[src/rtl/irqa_pkg.sv]
package irqa_pkg;
  typedef enum logic [1:0] {
    CLS_OTHER  = 2'b00,
    CLS_TX     = 2'b01,
    CLS_RX_OK  = 2'b10,
    CLS_RX_ERR = 2'b11
  } irq_class_e;

  localparam int PRIO_W  = 7;
  localparam int CODE_W  = 3;
  localparam int BYTES_W = 4;
  localparam int REG_W   = 8;
endpackage

[src/rtl/irqa_regs.sv]
module irqa_regs #(
  parameter int PRIO_W = irqa_pkg::PRIO_W,
  parameter int REG_W  = irqa_pkg::REG_W
) (
  input  logic              clk,
  input  logic              rst_n,
  input  logic              thr_we,
  input  logic [PRIO_W:0]   thr_wdata,
  input  logic              vec_we,
  input  logic [REG_W-1:0]  vec_wdata,
  output logic [PRIO_W-1:0] thr,
  output logic [REG_W-1:0]  ivr
);
  // the reserved MSB of the threshold write is dropped
  always_ff @(posedge clk or negedge rst_n) begin
    if (!rst_n) begin
      thr <= '0;
      ivr <= '0;
    end else begin
      if (thr_we) thr <= thr_wdata[PRIO_W-1:0];
      if (vec_we) ivr <= vec_wdata;
    end
  end
endmodule

[src/rtl/irqa_max_tree.sv]
module irqa_max_tree #(
  parameter int NCH   = 8,
  parameter int KEY_W = 10
) (
  input  logic                 clk,
  input  logic                 rst_n,
  input  logic [NCH*KEY_W-1:0] keys,
  output logic [KEY_W-1:0]     root
);
  localparam int LVL = (NCH > 1) ? $clog2(NCH) : 1;
  localparam int NP  = 1 << LVL;

  logic [KEY_W-1:0] node [2*NP-1];

  for (genvar i = 0; i < NP; i++) begin : g_leaf
    if (i < NCH) begin : g_real
      assign node[NP-1+i] = keys[i*KEY_W +: KEY_W];
      // no eligible key may exceed the reduced winner
      p_root_max_r1: assert property (@(posedge clk) disable iff (!rst_n)
        keys[i*KEY_W +: KEY_W] <= root);
    end else begin : g_pad
      assign node[NP-1+i] = '0;
    end
  end

  for (genvar i = 0; i < NP-1; i++) begin : g_node
    assign node[i] = (node[2*i+1] > node[2*i+2]) ? node[2*i+1] : node[2*i+2];
  end

  assign root = node[0];
endmodule

[src/rtl/irqa_context.sv]
module irqa_context #(
  parameter int NCH     = 8,
  parameter int CH_W    = 3,
  parameter int CODE_W  = irqa_pkg::CODE_W,
  parameter int BYTES_W = irqa_pkg::BYTES_W,
  parameter int REG_W   = irqa_pkg::REG_W,
  localparam int CIR_W  = 2 + CODE_W + CH_W
) (
  input  logic                   clk,
  input  logic                   rst_n,
  input  logic                   load,
  input  logic                   iack_start,
  input  logic [CIR_W-1:0]       win_cir,
  input  logic [REG_W-1:0]       ivr,
  input  logic [1:0]             vec_mode,
  input  logic [NCH*BYTES_W-1:0] bid_bytes,
  output logic [CIR_W-1:0]       cir,
  output logic                   vec_drive,
  output logic [REG_W-1:0]       vec_out,
  output logic [REG_W-1:0]       ctx_bytes,
  output logic [5+CODE_W-1:0]    ctx_type
);
  import irqa_pkg::*;

  logic [CH_W-1:0]   cir_ch;
  logic [CODE_W-1:0] cir_code;
  irq_class_e        cir_cls;

  always_ff @(posedge clk or negedge rst_n) begin
    if (!rst_n) begin
      cir       <= '0;
      vec_drive <= 1'b0;
    end else begin
      if (load) cir <= win_cir;
      vec_drive <= iack_start;
    end
  end

  assign cir_ch   = cir[CH_W-1:0];
  assign cir_code = cir[CH_W +: CODE_W];
  assign cir_cls  = irq_class_e'(cir[CIR_W-1 -: 2]);

  always_comb begin
    vec_out = ivr;
    if (vec_mode != 2'd0) vec_out[CH_W-1:0] = cir_ch;
    if (vec_mode[1])      vec_out[CH_W+1:CH_W] = cir_cls;
  end

  assign ctx_bytes = {{(REG_W-BYTES_W){1'b0}},
                      bid_bytes[int'(cir_ch)*BYTES_W +: BYTES_W]};

  assign ctx_type = {cir_cls[1], cir_cls == CLS_RX_ERR, cir_cls == CLS_TX, 2'b00,
                     (cir_cls == CLS_OTHER) ? cir_code : {CODE_W{1'b0}}};

  p_hold_r5: assert property (@(posedge clk) disable iff (!rst_n)
    !load |=> $stable(cir));
  p_vec_drive_r6: assert property (@(posedge clk) disable iff (!rst_n)
    iack_start |=> vec_drive);
endmodule

[src/rtl/chan_irq_arbiter.sv]
module chan_irq_arbiter #(
  parameter int NCH     = 8,
  parameter int PRIO_W  = irqa_pkg::PRIO_W,
  parameter int CODE_W  = irqa_pkg::CODE_W,
  parameter int BYTES_W = irqa_pkg::BYTES_W,
  parameter int REG_W   = irqa_pkg::REG_W,
  localparam int CH_W   = (NCH > 1) ? $clog2(NCH) : 1,
  localparam int CIR_W  = 2 + CODE_W + CH_W
) (
  input  logic                   clk,
  input  logic                   rst_n,
  input  logic                   wdog_pending,
  input  logic [NCH*PRIO_W-1:0]  bid_prio,
  input  logic [NCH*2-1:0]       bid_class,
  input  logic [NCH*CODE_W-1:0]  bid_code,
  input  logic [NCH*BYTES_W-1:0] bid_bytes,
  input  logic                   thr_we,
  input  logic [PRIO_W:0]        thr_wdata,
  input  logic                   vec_we,
  input  logic [REG_W-1:0]       vec_wdata,
  input  logic [1:0]             vec_mode,
  input  logic                   upd_cmd,
  input  logic                   iack_start,
  output logic                   irq_n,
  output logic [CIR_W-1:0]       cir,
  output logic                   vec_drive,
  output logic [REG_W-1:0]       vec_out,
  output logic [REG_W-1:0]       ctx_bytes,
  output logic [5+CODE_W-1:0]    ctx_type
);
  localparam int KEY_W = PRIO_W + CH_W;

  logic [PRIO_W-1:0]    thr;
  logic [REG_W-1:0]     ivr;
  logic [NCH*KEY_W-1:0] keys;
  logic [KEY_W-1:0]     root;
  logic [PRIO_W-1:0]    win_prio;
  logic [CH_W-1:0]      win_ch;
  logic [1:0]           win_cls;
  logic [CODE_W-1:0]    win_code;
  logic                 irq_req;
  logic [CIR_W-1:0]     win_cir;

  irqa_regs #(.PRIO_W(PRIO_W), .REG_W(REG_W)) u_regs (
    .clk(clk), .rst_n(rst_n), .thr_we(thr_we), .thr_wdata(thr_wdata),
    .vec_we(vec_we), .vec_wdata(vec_wdata), .thr(thr), .ivr(ivr)
  );

  // eligible channels present {priority, channel}; others present zero
  for (genvar g = 0; g < NCH; g++) begin : g_bid
    logic [PRIO_W-1:0] p;
    logic              rx;
    logic              elig;
    assign p    = bid_prio[g*PRIO_W +: PRIO_W];
    assign rx   = bid_class[g*2+1];
    assign elig = (p != '0) && (!wdog_pending || rx);
    assign keys[g*KEY_W +: KEY_W] = elig ? {p, CH_W'(g)} : '0;
  end

  irqa_max_tree #(.NCH(NCH), .KEY_W(KEY_W)) u_tree (
    .clk(clk), .rst_n(rst_n), .keys(keys), .root(root)
  );

  assign win_prio = root[KEY_W-1:CH_W];
  assign win_ch   = root[CH_W-1:0];
  assign win_cls  = bid_class[int'(win_ch)*2 +: 2];
  assign win_code = bid_code[int'(win_ch)*CODE_W +: CODE_W];
  assign irq_req  = (win_prio != '0) && (wdog_pending || (win_prio > thr));
  assign win_cir  = irq_req ? {win_cls, win_code, win_ch} : '0;
  assign irq_n    = !irq_req;

  irqa_context #(.NCH(NCH), .CH_W(CH_W), .CODE_W(CODE_W), .BYTES_W(BYTES_W),
                 .REG_W(REG_W)) u_ctx (
    .clk(clk), .rst_n(rst_n), .load(upd_cmd | iack_start),
    .iack_start(iack_start), .win_cir(win_cir), .ivr(ivr),
    .vec_mode(vec_mode), .bid_bytes(bid_bytes), .cir(cir),
    .vec_drive(vec_drive), .vec_out(vec_out), .ctx_bytes(ctx_bytes),
    .ctx_type(ctx_type)
  );

  p_idle_zero_r4: assert property (@(posedge clk) disable iff (!rst_n)
    (upd_cmd || iack_start) && irq_n |=> cir == '0);
  p_wdog_rx_r3: assert property (@(posedge clk) disable iff (!rst_n)
    wdog_pending && !irq_n |-> win_cls[1]);
endmodule

[config.mk]
export PLATFORM = sky130hd
export DESIGN_NAME = chan_irq_arbiter
export DESIGN_NICKNAME = d
export VERILOG_FILES = /design/src/rtl/irqa_pkg.sv /design/src/rtl/irqa_regs.sv /design/src/rtl/irqa_max_tree.sv /design/src/rtl/irqa_context.sv /design/src/rtl/chan_irq_arbiter.sv
export SDC_FILE = /design/constraint.sdc
export NUM_CORES = 1
export LEC_CHECK = 0
export ABC_AREA = 1
export ABC_CLOCK_PERIOD_IN_PS = 20300
export BUFFER_PORTS_ARGS = -buffer_cell sky130_fd_sc_hd__buf_2
export CORE_ASPECT_RATIO = 0.9
export CORE_MARGIN = 5
export CORE_UTILIZATION = 45
export DETAILED_ROUTE_END_ITERATION = 6
export GPL_ROUTABILITY_DRIVEN = 0
export PLACE_DENSITY = 0.75
export SLEW_MARGIN = 30
export SYNTH_ARGS = -nofsm -noshare
export SYNTH_HDL_FRONTEND = slang
export SYNTH_SLANG_ARGS = --single-unit
[constraint.sdc]
create_clock -name clk -period 20.3 [get_ports clk]
set_input_delay 2.03 -clock clk [delete_from_list [all_inputs] [get_ports clk]]
set_output_delay 2.03 -clock clk [all_outputs]
set_load 0.02 [all_outputs]
=== Yosys cells after proc, flatten, opt, wreduce, memory -nomap -nowiden ===
Cells that the tools add are included.

* Bits in registers: 24
* Logic and storage cells: 69

* Shift-type cells: 3
* Multiplexer cells: 19
* Reduce and logical (&&, ||, !) cells: 31
* Equality and inequality tests: 2
* Multiply operators: 1
* Bitwise operators: 1
* Magnitude comparators: 8

{| class="wikitable"
|+ Operators with widths
! kind !! count
|-
| $mux W10 || 15
|-
| $gt A10 B10 Y1 || 7
|-
| $reduce_bool A7 Y1 || 9
|-
| $shiftx A32 B6 Y4 || 1
|-
| $shiftx A24 B6 Y3 || 1
|-
| $shiftx A16 B5 Y2 || 1
|-
| $logic_and A1 B1 Y1 || 9
|-
| $logic_or A1 B1 Y1 || 9
|-
| $mux W8 || 1
|-
| $gt A7 B7 Y1 || 1
|-
| $mux W3 || 2
|-
| $mul A3 B2 Y5 const B || 1
|-
| $eq A2 B1 Y1 const B || 1
|-
| $eq A2 B2 Y1 const B || 1
|-
| $logic_not A1 Y1 || 2
|-
| $logic_not A2 Y1 || 1
|-
| $mux W2 || 1
|-
| $reduce_bool A2 Y1 || 1
|-
| $or A1 B1 Y1 || 1
|}

=== Depth between registers and ports, before layout ===
* Depth after elaboration: 14
* Mapped depth: 54

=== By module ===
From an unflattened synthesis, not the netlist that was laid out.

* Cell total of the unflattened synthesis: 1013
* Area total of the unflattened synthesis: 5941.9 µm²

{| class="wikitable"
|+ By module, submodules not included
! module !! area each (µm²) !! cells each !! times used !! seq. area each (µm²)
|-
| irqa_max_tree || 3130.5 || 511 || 1 || 0.0
|-
| chan_irq_arbiter || 1267.5 || 271 || 1 || 0.0
|-
| irqa_context || 969.7 || 167 || 1 || 225.2
|-
| irqa_regs || 574.3 || 64 || 1 || 375.4
|}

=== Least setup slack after synthesis ===
Ideal clock, no wire load.

* Path type: input to output
* Start point: in bid_prio[0]
* End point: out irq_n
* Required time: 18270 ps
* Arrival: 7815 ps
* Cell stages on the path: 44
* Slack: 10455 ps
* Path buffers: 3
* Cell sequence: nor4_1 > nand4_1 > o21ai_0 > inv_1 > nand2_1 > inv_1 > ha_1 > nand3_1 > a21oi_1 > a2111o_1 > nand2_1 > inv_1 > clkbuf_1 > nand2_1 > o21ai_0 > ha_1 > nand2_1 > nor2_1 > (+8 left out) > ha_1 > a21oi_1 > nor2_1 > a2111oi_0 > nand2_2 > nand2_4 > buf_6 > nand2_1 > nand2_1 > inv_1 > ha_1 > a21oi_1 > o21ai_0 > a21oi_1 > nor2_1 > o32ai_1 > nand2_1 > nand2_4

* Word-level cells in the longest chain between the ends: 13
* Elaborated cells on any way between the ends: 14
* Classes of those cells: order compare (4); mux (4); reduce/logical (6)

{| class="wikitable"
|+ Ends and longest elaborated chain
! item !! line !! text
|-
| from (decl) || chan_irq_arbiter.sv:13 || <nowiki>input logic [NCH*PRIO_W-1:0] bid_prio,</nowiki>
|-
| $reduce_bool A7 Y1 || chan_irq_arbiter.sv:56 || <nowiki>assign elig = (p != '0) && (!wdog_pending || rx);</nowiki>
|-
| $logic_and A1 B1 Y1 || chan_irq_arbiter.sv:56 ||
|-
| $mux W10 (*) || chan_irq_arbiter.sv:57 || <nowiki>assign keys[g*KEY_W +: KEY_W] = elig ? {p, CH_W'(g)} : '0;</nowiki>
|-
| $gt A10 B10 Y1 || irqa_max_tree.sv:27 || <nowiki>assign node[i] = (node[2*i+1] > node[2*i+2]) ? node[2*i+1] : node[2*i+2];</nowiki>
|-
| $mux W10 (*) || irqa_max_tree.sv:27 ||
|-
| $gt A10 B10 Y1 || irqa_max_tree.sv:27 ||
|-
| $mux W10 (*) || irqa_max_tree.sv:27 ||
|-
| $gt A10 B10 Y1 || irqa_max_tree.sv:27 ||
|-
| $mux W10 (*) || irqa_max_tree.sv:27 ||
|-
| $gt A7 B7 Y1 || chan_irq_arbiter.sv:68 || <nowiki>assign irq_req = (win_prio != '0) && (wdog_pending || (win_prio > thr));</nowiki>
|-
| $logic_or A1 B1 Y1 || chan_irq_arbiter.sv:68 ||
|-
| $logic_and A1 B1 Y1 (*) || chan_irq_arbiter.sv:68 ||
|-
| $logic_not A1 Y1 (*) || chan_irq_arbiter.sv:70 || <nowiki>assign irq_n = !irq_req;</nowiki>
|-
| to (decl) || chan_irq_arbiter.sv:24 || <nowiki>output logic irq_n,</nowiki>
|}

Mark *: on every way between the ends. The rest lies on a longest branch, timed or not.

=== Worst setup path after layout ===
* Start point: in wdog_pending
* End point: out irq_n

* Word-level cells in the longest chain between the ends: 14
* Elaborated cells on any way between the ends: 44
* Classes of those cells: order compare (8); mux (15); reduce/logical (21)

{| class="wikitable"
|+ Ends and longest elaborated chain
! item !! line !! text
|-
| from (decl) || chan_irq_arbiter.sv:12 || <nowiki>input logic wdog_pending,</nowiki>
|-
| $logic_not A1 Y1 || chan_irq_arbiter.sv:56 ||
|-
| $logic_or A1 B1 Y1 || chan_irq_arbiter.sv:56 ||
|-
| $logic_and A1 B1 Y1 || chan_irq_arbiter.sv:56 ||
|-
| $mux W10 || chan_irq_arbiter.sv:57 ||
|-
| $gt A10 B10 Y1 || irqa_max_tree.sv:27 ||
|-
| $mux W10 || irqa_max_tree.sv:27 ||
|-
| $gt A10 B10 Y1 || irqa_max_tree.sv:27 ||
|-
| $mux W10 || irqa_max_tree.sv:27 ||
|-
| $gt A10 B10 Y1 || irqa_max_tree.sv:27 ||
|-
| $mux W10 || irqa_max_tree.sv:27 ||
|-
| $gt A7 B7 Y1 || chan_irq_arbiter.sv:68 ||
|-
| $logic_or A1 B1 Y1 || chan_irq_arbiter.sv:68 ||
|-
| $logic_and A1 B1 Y1 (*) || chan_irq_arbiter.sv:68 ||
|-
| $logic_not A1 Y1 (*) || chan_irq_arbiter.sv:70 ||
|}

Marks and branches as above.

==> impl_metrics.py <==
metrics = {
    "status": {
        "status": "complete, no violations",
    },
    "sta": {
        "tightest_slew_ns": 0.744,
        "final.setup_skew_ns": 0.00235,
        "final-hold-violation-count": 0,
        "tns_ns": 0,
        "setup_viol": 0,
        "slew_headroom": 0.502,
        "drv_slew": 0,
        "period_needed_ns": 11.03,
        "fmax_ghz": 0.0906,
        "finalCritPeriodShare": 0.543,
        "rsz0062_at_grt": "no",
    },
    "floorplan": {
        "core.rowCount": 35,
        "coreArea_sq_mm": 0.0102,
        "start_util": 0.461,
        "die_area_sq_mm": 0.0127,
        "io-pin-count": 187,
        "die_h_um": 107,
        "die_w_um": 118,
    },
    "power_and_ir_drop": {
        "p_per_area_mw_per_mm2": 106,
        "p_switching_mw": 0.349,
        "pwr-share-comb": 0.807,
        "leakage_nw": 3.41,
        "pwr-share-seq": 0.118,
        "p_int_mw": 0.258,
        "worst_ir_drop_vdd_mv": 0.0585,
        "pwr-share-clk": 0.075,
        "switching_share": 0.575,
    },
    "synthesis": {
        "synthCells": 799,
        "synth_area_leaders": "nand2_1, ha_1, dfrtp_1",
        "synth_warnings": 0,
        "synth_seq_cells": 24,
        "synth.avg_cell_area_sq_um": 5.92,
        "ys_types": 47,
        "synth.largest_area_cell": "nand2_1",
        "netlist_area_sq_mm": 0.00473,
        "ys_seq_area_frac": 0.127,
        "synth.top_cell.area_share": 0.157,
    },
    "setup_path": {
        "crit_end": "irq_n",
        "worst_path_max_delay_cell": "a2111oi_0",
        "cpPeakStageDelay_ns": 0.43,
        "path_common_cell": "nand2_1",
        "reg2reg_from": "u_regs.thr[2]",
        "reg2reg_to": "u_ctx.cir[0]",
        "cp_max_fo": 18,
        "critPathLaunchType": "input port",
        "crit_path_start": "wdog_pending",
        "required_ns": 18.27,
        "arrival_ns": 9.00,
        "rrSetupSlack_ns": 18.36,
        "crit_type": "input port to output port",
        "reg2reg_depth": 12,
        "endpoint_kind": "output port",
    },
    "global_routing": {
        "grt_pass1_vias": 5014,
        "antenna_found_initial": 0,
        "gr-total-overflow": 0,
        "grt_max_degree": 28,
        "grt_pass1_wl_um": 22100,
        "grt_usage": 0.202,
    },
    "clock_tree": {
        "postCtsSetupRepairBufs": 0,
        "clkSinkCount": 24,
        "cts_tree": "done",
        "cts_root_buf": "clkbuf_16",
        "hold_buffers": 0,
        "clk_pin_slew_worst_paths_ns": 0.06,
        "clk-insertion-delay-late_ns": 0.25,
        "cts-buffers-inserted": 3,
        "post_cts_resized": 0,
        "htree_num_levels": 1,
        "clk_path_buf_depth": 2,
    },
    "min_path": {
        "worst_hold_path.num_cells": 1,
        "min_path_type": "register to register",
        "hold_start": "u_regs.ivr[7]",
    },
    "route": {
        "postRouteAntennaNets": 0,
        "first_pass_iters": 5,
        "wl_um": 13600,
        "vias": 5432,
        "remaining_drc_errors": 0,
        "drtIter0Drc": 395,
        "viasPerCell": 4.98,
        "avgRoutedWirePerCell_um": 12.5,
    },
    "final_layout": {
        "fin_nets": 1174,
        "drive_above_1_share": 0.245,
        "finalInstanceArea_sq_mm": 0.00571,
        "antennaDiodeCount": 0,
        "syn_to_final_growth_pct": 20.9,
    },
    "flow_run": {
        "timing.max_cap.violations": 0,
    },
    "placement": {
        "place_area_sq_mm": 0.00562,
        "dpl.hpwl_um": 11700,
        "port_buffers": 179,
    },
}
[registers in the layout, summed over array words and instances, names as in the netlist]
register,flops
u_regs.thr,7
u_ctx.vec_drive,1
u_regs.ivr,8
u_ctx.cir,8
[cell type report]
type / instances / area [sq um]
Fill cell: 1109 / 4530
Clock buffer: 4 / 88.8
Sequential cell: 24 / 601
Timing Repair Buffer: 179 / 896
Tap cell: 129 / 161
Multi-Input combinational cell: 616 / 3450
Inverter: 138 / 518
[worst max-delay path: cells and delay by family]
family	cells	cell delay (ns)
buf+inv	9	0.89
compound gates	10	1.87
simple gates	24	2.99
fa+ha+maj	4	1.22
[power by group through the flow]
stage / registers, mW / logic (mW) / clock network (mW)
6_report: 0.0718 / 0.490 / 0.0454
5_1_grt: 0.0742 / 0.561 / 0.0483
4_1_cts: 0.0720 / 0.491 / 0.0458
3_5_place_dp: 0.0727 / 0.488 / 0
3_3_place_gp: 0.0728 / 0.480 / 0
2_1_floorplan: 0.0741 / 0.388 / 0
[synth_stat cells (all sizes together)]
cell / n
a2111o: 1
a2111oi: 1
a211oi: 1
a21o: 1
a21oi: 26
a22oi: 5
a31oi: 4
and2: 1
and3: 2
buf: 18
clkbuf: 8
clkinv: 2
conb: 1
dfrtp: 24
ha: 59
inv: 136
mux2: 7
nand2: 218
nand3: 59
nand3b: 3
nand4: 10
nor2: 104
nor3: 6
nor3b: 1
nor4: 2
o211ai: 8
o21a: 2
o21ai: 78
o21bai: 2
o22ai: 5
o32ai: 3
or2: 1
[metal layers]
metal	routed length, um	global-route usage
met3	917	0.0243
met1	6190	0.276
met4	127	0.0287
met2	6360	0.349
met5	0	0
[logic make-up (layout without fill, tap and decap cells)]
family / after synthesis / after routing / share of synthesized area
AND/OR/NAND/NOR: 407 / 407 / 0.386
AO/OA/AOI/OAI: 137 / 137 / 0.166
other: 1 / 6 / 0.000793
multiplexers: 7 / 7 / 0.0167
buffers and inverters: 164 / 321 / 0.147
adder cells (fa/ha/maj): 59 / 59 / 0.156
flip-flops: 24 / 24 / 0.127
[stage by stage]
stage	hold slack [ns]	cells	total power, mW	worst slack, ns	utilization
2_1_floorplan	0.481	804	0.462	10.46	-
3_3_place_gp	0.488	1086	0.553	9.43	0.549
3_5_place_dp	0.492	1086	0.561	9.32	0.549
4_1_cts	0.505	1090	0.609	9.28	0.558
5_1_grt	0.528	1090	0.684	8.44	0.558
6_report	0.502	1090	0.607	9.27	0.558
[placed cells by master, fill, tap and decap left out, types with 6 or more instances in the layout]
master    instances
nand2_1         198
buf_2           179
inv_1           127
nor2_1           98
o21ai_0          67
ha_1             59
nand3_1          56
a21oi_1          25
dfrtp_1          24
nand2_2          12
nand4_1          10
inv_2             9
o21ai_1           8
nand2_4           8
o211ai_1          7
mux2_2            7
nor3_1            6
conb_1            6
[how the worst min path moves through the flow]
stage	slack, ns	endpoint
finish	0.50	u_regs.ivr[7]
global route	0.53	u_regs.ivr[6]
CTS	0.51	u_regs.ivr[7]
detailed placement	0.49	u_regs.ivr[7]
global placement	0.49	u_regs.ivr[7]
floorplan	0.48	u_regs.ivr[0]
(Power assumes the default switching activity.)
